`src/rtl/mw_pkg.sv`:
```
package mw_pkg;

   // host-side operation codes
   typedef enum logic [1:0] {
      OP_READ  = 2'd0,
      OP_WRITE = 2'd1,
      OP_WREN  = 2'd2,
      OP_WRDIS = 2'd3
   } mw_op_e;

   // sequencer states
   typedef enum logic [2:0] {
      S_IDLE,
      S_SHIFT,
      S_RECV,
      S_GAP,
      S_POLL
   } mw_state_e;

   // opcode bits carried on the wire after the start bit
   localparam logic [1:0] WIRE_READ  = 2'b10;
   localparam logic [1:0] WIRE_PROG  = 2'b01;
   localparam logic [1:0] WIRE_EXTD  = 2'b00;

endpackage

```
`src/rtl/mw_period_timer.sv`:
```
module mw_period_timer #(
   parameter int DIV_W = 8
) (
   input  logic             clk,
   input  logic             rst_n,
   input  logic             start,
   input  logic             run,
   input  logic [DIV_W-1:0] div_in,
   output logic             tick
);

   generate
      if (DIV_W < 1) begin : g_bad_div
         $error("mw_period_timer: DIV_W must be at least 1");
      end
   endgenerate

   localparam logic [DIV_W-1:0] ONE = DIV_W'(1);

   logic [DIV_W-1:0] div_q;
   logic [DIV_W-1:0] cnt_q;

   always_ff @(posedge clk or negedge rst_n) begin
      if (!rst_n) begin
         div_q <= '0;
         cnt_q <= '0;
      end else if (start) begin
         div_q <= div_in;
         cnt_q <= div_in;
      end else if (run) begin
         if (cnt_q == '0) cnt_q <= div_q;
         else             cnt_q <= cnt_q - ONE;
      end
   end

   assign tick = run && (cnt_q == '0);

   // the countdown never leaves the window set by the captured divider
   assert_cnt_in_window_R5: assert property (@(posedge clk) disable iff (!rst_n)
      cnt_q <= div_q);

endmodule

```
`src/rtl/mw_shifter.sv`:
```
module mw_shifter #(
   parameter int FRM_W  = 27,
   parameter int DATA_W = 16,
   parameter int LEN_W  = 5
) (
   input  logic              clk,
   input  logic              rst_n,
   input  logic              load,
   input  logic [FRM_W-1:0]  frame,
   input  logic [LEN_W-1:0]  len,
   input  logic              tx_adv,
   input  logic              rx_start,
   input  logic              rx_take,
   input  logic              rx_adv,
   input  logic              di,
   output logic              tx_bit,
   output logic              last,
   output logic [DATA_W-1:0] rx_word
);

   generate
      if (DATA_W < 2) begin : g_bad_data
         $error("mw_shifter: DATA_W must be at least 2");
      end
      if (FRM_W < DATA_W + 3) begin : g_bad_frame
         $error("mw_shifter: FRM_W too small for the data field");
      end
   endgenerate

   localparam logic [LEN_W-1:0] ONE     = LEN_W'(1);
   localparam logic [LEN_W-1:0] RX_BITS = LEN_W'(DATA_W);

   logic [FRM_W-1:0]  tx_q;
   logic [LEN_W-1:0]  left_q;
   logic [DATA_W-1:0] rx_q;

   always_ff @(posedge clk or negedge rst_n) begin
      if (!rst_n) begin
         tx_q   <= '0;
         left_q <= '0;
      end else if (load) begin
         tx_q   <= frame;
         left_q <= len;
      end else if (rx_start) begin
         left_q <= RX_BITS;
      end else if (tx_adv) begin
         tx_q   <= {tx_q[FRM_W-2:0], 1'b0};
         left_q <= left_q - ONE;
      end else if (rx_adv) begin
         left_q <= left_q - ONE;
      end
   end

   always_ff @(posedge clk or negedge rst_n) begin
      if (!rst_n)       rx_q <= '0;
      else if (rx_take) rx_q <= {rx_q[DATA_W-2:0], di};
   end

   assign tx_bit  = tx_q[FRM_W-1];
   assign last    = (left_q == ONE);
   assign rx_word = rx_q;

   // the sequencer never steps past the final bit of a frame
   assert_no_underflow_R2: assert property (@(posedge clk) disable iff (!rst_n)
      (tx_adv || rx_adv) |-> (left_q > ONE));

endmodule

```
`src/rtl/mw_eeprom_master.sv`:
```
module mw_eeprom_master
   import mw_pkg::*;
#(
   parameter int ADDR_W = 8,
   parameter int DATA_W = 16,
   parameter int DIV_W  = 8,
   parameter int POLL_W = 16
) (
   input  logic              clk,
   input  logic              rst_n,
   input  logic              cmd_valid,
   input  logic [1:0]        cmd_op,
   input  logic [ADDR_W-1:0] cmd_addr,
   input  logic [DATA_W-1:0] cmd_wdata,
   input  logic [DIV_W-1:0]  cfg_div,
   input  logic [POLL_W-1:0] cfg_poll_limit,
   output logic              busy,
   output logic              done,
   output logic              timeout,
   output logic [DATA_W-1:0] rdata,
   output logic              ee_cs,
   output logic              ee_sk,
   output logic              ee_do,
   input  logic              ee_di
);

   localparam int CMD_LEN = 3 + ADDR_W;
   localparam int FRM_W   = CMD_LEN + DATA_W;
   localparam int LEN_W   = $clog2(FRM_W + 1);

   localparam logic [LEN_W-1:0]  LEN_CMD  = LEN_W'(CMD_LEN);
   localparam logic [LEN_W-1:0]  LEN_PROG = LEN_W'(FRM_W);
   localparam logic [POLL_W:0]   P_ONE    = (POLL_W+1)'(1);
   localparam logic [POLL_W-1:0] P_INC    = POLL_W'(1);

   generate
      if (ADDR_W < 1) begin : g_bad_addr
         $error("mw_eeprom_master: ADDR_W must be at least 1");
      end
      if (POLL_W < 1) begin : g_bad_poll
         $error("mw_eeprom_master: POLL_W must be at least 1");
      end
   endgenerate

   function automatic logic [FRM_W-1:0] mk_frame(
      input logic [1:0]        w,
      input logic [ADDR_W-1:0] a,
      input logic [DATA_W-1:0] d);
      return {1'b1, w, a, d};
   endfunction

   mw_state_e         state_q;
   logic [1:0]        ph_q;
   logic [1:0]        seq_q;
   mw_op_e            op_q;
   logic [ADDR_W-1:0] addr_q;
   logic [DATA_W-1:0] wdata_q;
   logic [POLL_W-1:0] limit_q;
   logic [POLL_W-1:0] poll_q;
   logic              tmo_q;
   logic              done_q;

   logic              tick;
   logic              tx_bit;
   logic              last;
   logic [DATA_W-1:0] rx_word;

   logic              accept;
   logic              is_write;
   logic              gap_go;
   logic              ld;
   logic [FRM_W-1:0]  frm;
   logic [LEN_W-1:0]  ln;
   logic              tx_adv;
   logic              rx_start;
   logic              rx_take;
   logic              rx_adv;
   logic              poll_out;

   assign accept   = cmd_valid && (state_q == S_IDLE);
   assign is_write = (op_q == OP_WRITE);
   assign gap_go   = tick && (state_q == S_GAP);
   assign poll_out = (({1'b0, poll_q} + P_ONE) >= {1'b0, limit_q});

   // frame selection: a write starts with the unlock frame
   always_comb begin
      ld  = 1'b0;
      frm = '0;
      ln  = LEN_CMD;
      if (accept) begin
         ld = 1'b1;
         case (mw_op_e'(cmd_op))
            OP_READ:  frm = mk_frame(WIRE_READ, cmd_addr, '0);
            OP_WRDIS: frm = mk_frame(WIRE_EXTD, '0, '0);
            default:  frm = mk_frame(WIRE_EXTD, '1, '0);
         endcase
      end else if (gap_go && is_write && (seq_q == 2'd0)) begin
         ld  = 1'b1;
         frm = mk_frame(WIRE_PROG, addr_q, wdata_q);
         ln  = LEN_PROG;
      end else if (gap_go && is_write && (seq_q == 2'd2)) begin
         ld  = 1'b1;
         frm = mk_frame(WIRE_EXTD, '0, '0);
      end
   end

   assign tx_adv   = tick && (state_q == S_SHIFT) && (ph_q == 2'd2) && !last;
   assign rx_start = tick && (state_q == S_SHIFT) && (ph_q == 2'd2) && last
                     && (op_q == OP_READ);
   assign rx_take  = tick && (state_q == S_RECV) && (ph_q == 2'd0);
   assign rx_adv   = tick && (state_q == S_RECV) && (ph_q == 2'd1) && !last;

   mw_period_timer #(.DIV_W(DIV_W)) u_timer (
      .clk    (clk),
      .rst_n  (rst_n),
      .start  (accept),
      .run    (busy),
      .div_in (cfg_div),
      .tick   (tick)
   );

   mw_shifter #(.FRM_W(FRM_W), .DATA_W(DATA_W), .LEN_W(LEN_W)) u_shift (
      .clk      (clk),
      .rst_n    (rst_n),
      .load     (ld),
      .frame    (frm),
      .len      (ln),
      .tx_adv   (tx_adv),
      .rx_start (rx_start),
      .rx_take  (rx_take),
      .rx_adv   (rx_adv),
      .di       (ee_di),
      .tx_bit   (tx_bit),
      .last     (last),
      .rx_word  (rx_word)
   );

   always_ff @(posedge clk or negedge rst_n) begin
      if (!rst_n) begin
         state_q <= S_IDLE;
         ph_q    <= 2'd0;
         seq_q   <= 2'd0;
         op_q    <= OP_READ;
         addr_q  <= '0;
         wdata_q <= '0;
         limit_q <= '0;
         poll_q  <= '0;
         tmo_q   <= 1'b0;
         done_q  <= 1'b0;
      end else begin
         done_q <= 1'b0;
         case (state_q)
            S_IDLE: begin
               if (accept) begin
                  state_q <= S_SHIFT;
                  ph_q    <= 2'd0;
                  seq_q   <= 2'd0;
                  op_q    <= mw_op_e'(cmd_op);
                  addr_q  <= cmd_addr;
                  wdata_q <= cmd_wdata;
                  limit_q <= cfg_poll_limit;
                  tmo_q   <= 1'b0;
               end
            end
            S_SHIFT: begin
               if (tick) begin
                  if (ph_q != 2'd2) begin
                     ph_q <= ph_q + 2'd1;
                  end else if (!last) begin
                     ph_q <= 2'd0;
                  end else if (op_q == OP_READ) begin
                     state_q <= S_RECV;
                     ph_q    <= 2'd0;
                  end else begin
                     state_q <= S_GAP;
                  end
               end
            end
            S_RECV: begin
               if (tick) begin
                  if (ph_q == 2'd0) ph_q <= 2'd1;
                  else if (!last)   ph_q <= 2'd0;
                  else              state_q <= S_GAP;
               end
            end
            S_GAP: begin
               if (tick) begin
                  seq_q <= seq_q + 2'd1;
                  if (is_write && (seq_q != 2'd3)) begin
                     if (seq_q == 2'd1) begin
                        state_q <= S_POLL;
                        poll_q  <= '0;
                     end else begin
                        state_q <= S_SHIFT;
                        ph_q    <= 2'd0;
                     end
                  end else begin
                     state_q <= S_IDLE;
                     done_q  <= 1'b1;
                  end
               end
            end
            S_POLL: begin
               if (tick) begin
                  if (ee_di) begin
                     state_q <= S_GAP;
                  end else if (poll_out) begin
                     tmo_q   <= 1'b1;
                     state_q <= S_GAP;
                  end else begin
                     poll_q <= poll_q + P_INC;
                  end
               end
            end
            default: state_q <= S_IDLE;
         endcase
      end
   end

   assign busy    = (state_q != S_IDLE);
   assign done    = done_q;
   assign timeout = tmo_q;
   assign rdata   = rx_word;
   assign ee_cs   = (state_q == S_SHIFT) || (state_q == S_RECV) || (state_q == S_POLL);
   assign ee_sk   = ((state_q == S_SHIFT) && (ph_q == 2'd1)) ||
                    ((state_q == S_RECV)  && (ph_q == 2'd0));
   assign ee_do   = (state_q == S_SHIFT) && tx_bit;

   assert_done_single_R11: assert property (@(posedge clk) disable iff (!rst_n)
      done |=> !done);

   assert_done_after_busy_R11: assert property (@(posedge clk) disable iff (!rst_n)
      done |-> (!busy && $past(busy)));

   assert_ignore_busy_R12: assert property (@(posedge clk) disable iff (!rst_n)
      (busy && cmd_valid) |=> ($stable(op_q) && $stable(addr_q) && $stable(wdata_q)));

   assert_timeout_on_write_R10: assert property (@(posedge clk) disable iff (!rst_n)
      $rose(timeout) |-> (op_q == OP_WRITE));

   assert_poll_bounded_R10: assert property (@(posedge clk) disable iff (!rst_n)
      (state_q == S_POLL) |-> ((poll_q == '0) || (poll_q < limit_q)));

   assert_poll_quiet_clock_R9: assert property (@(posedge clk) disable iff (!rst_n)
      (state_q == S_POLL) |-> (ee_cs && !ee_sk));

endmodule

```
`config.mk`:
```
export PLATFORM = sky130hd
export DESIGN_NAME = mw_eeprom_master
export DESIGN_NICKNAME = d
export VERILOG_FILES = /design/src/rtl/mw_pkg.sv /design/src/rtl/mw_period_timer.sv /design/src/rtl/mw_shifter.sv /design/src/rtl/mw_eeprom_master.sv
export SDC_FILE = /design/constraint.sdc
export NUM_CORES = 1
export LEC_CHECK = 0
export ABC_AREA = 1
export BUFFER_PORTS_ARGS = -buffer_cell sky130_fd_sc_hd__buf_2
export CORE_MARGIN = 5
export CORE_UTILIZATION = 35
export CTS_BUF_LIST = sky130_fd_sc_hd__clkbuf_8
export CTS_CLUSTER_SIZE = 20
export DETAILED_ROUTE_END_ITERATION = 12
export PLACE_DENSITY_LB_ADDON = 0.12
export SLEW_MARGIN = 5
export SYNTH_ARGS = -nofsm -noshare
export SYNTH_HDL_FRONTEND = slang
export SYNTH_SLANG_ARGS = --single-unit
```
`constraint.sdc`:
```
create_clock -name clk -period 3.44 [get_ports clk]
set_input_delay 1.032 -clock clk [delete_from_list [all_inputs] [get_ports clk]]
set_output_delay 1.032 -clock clk [all_outputs]
set_load 0.005 [all_outputs]
```
==> metrics.cfg <==
[sta]
finClkSkew_ns = 0.01334
finalSetupViolations = 0
finalHoldViolations = 0
slew_headroom = 0.5098
fmax_ghz = 0.3416
tightest_slew_ns = 0.7352
fin_crit_sh = 0.8510
rsz0062_at_grt = no
fin_tns_setup_ns = 0
period_minus_slack_ns = 2.927
slew_viol_final = 0

[layout]
nFillCells = 2050
fin_nets = 1005
drive_gt1_frac = 0.1723
postLayoutCoreUtil = 0.4111
final_area_um2 = 7975
areaGrowthSynthToFinish_pct = 15.93
stdcell_count = 1205
diodes = 0
register_area_um2 = 3278
multiInputGateArea_um2 = 3089

[placed_design]
hpwl_mm = 11.12
portBuffers = 75
post_dp_cell_area_um2 = 7523
post-place-cells = 1173
place_congestion = 0.8059

[yosys]
synthFlopType = dfrtp_1
netlist.area_leader.share = 0.4765
yosys.cell_count.top_type = nand2_1
synth_nets = 933
synth_area_um2 = 6879
synth_common_cells = 258 x nand2_1, 131 x dfrtp_1, 95 x inv_1
ys_top_cells_by_area = dfrtp_1 48%, nand2_1 14%, inv_1 5.2%
ys_warn_count = 0
synth_seq_cells = 131
synth_cell_types = 45
synth_cells = 855
synth.avg_cell_area_um2 = 8.046
seq_area_frac_synth = 0.4765
synth-async-reset-ratio = 1.000
synth-edff-count = 0
yosysTopAreaCell = dfrtp_1

[global_route]
grt_pass1_wl_mm = 27.26
first_global_vias = 5564
grt_use_total = 0.1518
grt_max_degree = 75
grt.overflow.total = 0
antenna_found_initial = 0

[die]
die_h_um = 150.2
fp.dieW_um = 150.2
core_um2 = 19400
num_io_pins = 76
rows = 51
die_area_um2 = 22560
initial_core_util = 0.3546

[route]
antenna_left = 0
post_drt_via_cell_ratio = 4.624
first_pass_iters = 6
drc = 0
drt-total-wl_mm = 16.04
route.vias.total = 5572
drt_iter0_drc = 284
wire_per_inst_um = 13.31

[pwr]
p_per_area_nw_per_um2 = 706.4
finalPower_mw = 5.634
peakVddDrop_v = 0.0002683
power_leakage_nw = 4.196

[clock_tree]
clkLatencyLatePin_ns = 0.44
cts_max_path_buffers = 2
cts_tree = yes
clk_pin_slew_worst_paths_ns = 0.08
htreeDepth = 4
clock_sinks = 131
cts_buffers = 17
root_buffer = clkbuf_8

[worst_setup_path]
slowest_delay_ns = 0.42
critPathRequiredTime_ns = 3.76
worstPathCellList = ha_1 > nand2_1 > nor2_2 > inv_2 > nor2_4 > nand4_1 > xor2_1 > inv_1 > ha_1 > nand2_1 > inv_1 > nand4_1 > o21ai_0 > nor2_1 > nand3_2 > nand2_8 > nand2_8 > nand2_1 > nand2_1
crit_type = reg2reg
slowest_stage = dfrtp_1
path_max_fanout = 17
cp_common_cell = nand2_1
r2r_slack_ns = 0.51
cp.arrival_ns = 3.25
worstSetupStartpointType = flop
end_kind = flop

[worst_hold_path]
hold_path_class = reg2reg

[outcome]
status = finished, final reports clean

[run]
maxCapViolations = 0

[layout by cell type (no fill, tap or decap), types with 3 or more instances in the layout]
| master | count |
|---|---|
| xor2_1 | 11 |
| o211ai_1 | 3 |
| clkinv_4 | 3 |
| mux2_2 | 13 |
| o21ai_0 | 68 |
| nor2_1 | 66 |
| nand4_1 | 3 |
| nor2_2 | 3 |
| buf_2 | 74 |
| a31oi_1 | 9 |
| bufinv_16 | 3 |
| o22ai_1 | 6 |
| nor3_1 | 8 |
| a21oi_1 | 16 |
| buf_4 | 7 |
| nand2_2 | 4 |
| nor2_4 | 4 |
| inv_2 | 4 |
| inv_1 | 95 |
| clkinv_2 | 3 |
| dfrtp_1 | 131 |
| a21oi_2 | 5 |
| nand2_1 | 258 |
| o21ai_1 | 4 |
| xnor2_1 | 4 |
| nand3_1 | 60 |
| clkbuf_8 | 20 |
| ha_1 | 24 |
[area by class of cell]
type	count	share of cell area
Clock buffer	20	0.03452
Clock inverter	12	0.01930
Inverter	99	0.04675
Multi-Input combinational cell	594	0.3874
Sequential cell	131	0.4110
Tap cell	265	0.04158
Timing Repair Buffer	84	0.05946
[registers in the layout (all words and copies together) (netlist names), 2 cells and up]
register,count
u_timer.cnt_q,8
limit_q,16
u_shift.tx_q,27
state_q,3
u_shift.left_q,5
u_timer.div_q,8
wdata_q,16
poll_q,16
op_q,2
ph_q,2
addr_q,8
seq_q,2
u_shift.rx_word,16
[power breakdown]
part	switching [mW]	internal, mW	leakage (nW)	total, mW
sequential	0.280	2.08	1.67	2.36
clock	0.640	0.776	0.217	1.42
combinational	1.20	0.665	2.31	1.86
total	2.12	3.52	4.20	5.63
[path summary, 6_finish.rpt]
path	start	end	depth (start not counted)
max	poll_q[0]	poll_q[11]	19
min	u_timer.div_q[1]	u_timer.div_q[1]	2
max reg2reg	poll_q[0]	poll_q[11]	19
min reg2reg	u_timer.div_q[1]	u_timer.div_q[1]	2
max in group asynchronous	rst_n	done	2
min in group asynchronous	rst_n	u_timer.div_q[3]	1
[stage by stage]
stage               hold WS (ns)  worst slack, ns
finish                    0.4725           0.5126
detailed placement        0.4530           0.3412
floorplan                 0.4314           0.7936
CTS                       0.4707           0.3177
global route              0.4912          0.04506
global placement          0.4488           0.4217
[layer usage]
layer  routed length, um  vias up  track usage
li1                    -     2882            -
met1                7922     2603       0.2055
met2                7598       81       0.2451
met3                 399        6      0.02860
met4                 115        0      0.05124
met5                   0        -            0
[critical path, delay by kind of cell, from the launching register on]
family	cells	cell delay [ns]
simple gates	12	1.45
fa+ha+maj	2	0.47
flops	1	0.42
xor+xnor	1	0.21
buf+inv	3	0.18
compound gates	1	0.07
[logic make-up (layout without fill, tap and decap cells)]
group	after synthesis	in the layout	synth area share
adders and majority gates	24	24	0.04365
and+or+nand+nor	422	422	0.2623
DFF	131	131	0.4765
xor gates and xnor gates	15	15	0.01910
buffers and inverters	130	215	0.07875
muxes	13	13	0.02128
AOI/OAI and AO/OA	120	120	0.09840
[timing repair]
action                     4_1_cts  5_1_grt
setup buffers                    0        0
setup endpoints to repair        0       16
hold buffers                     0        0
resized for setup                0        4
Note: power is estimated with default switching activity, not from simulation.
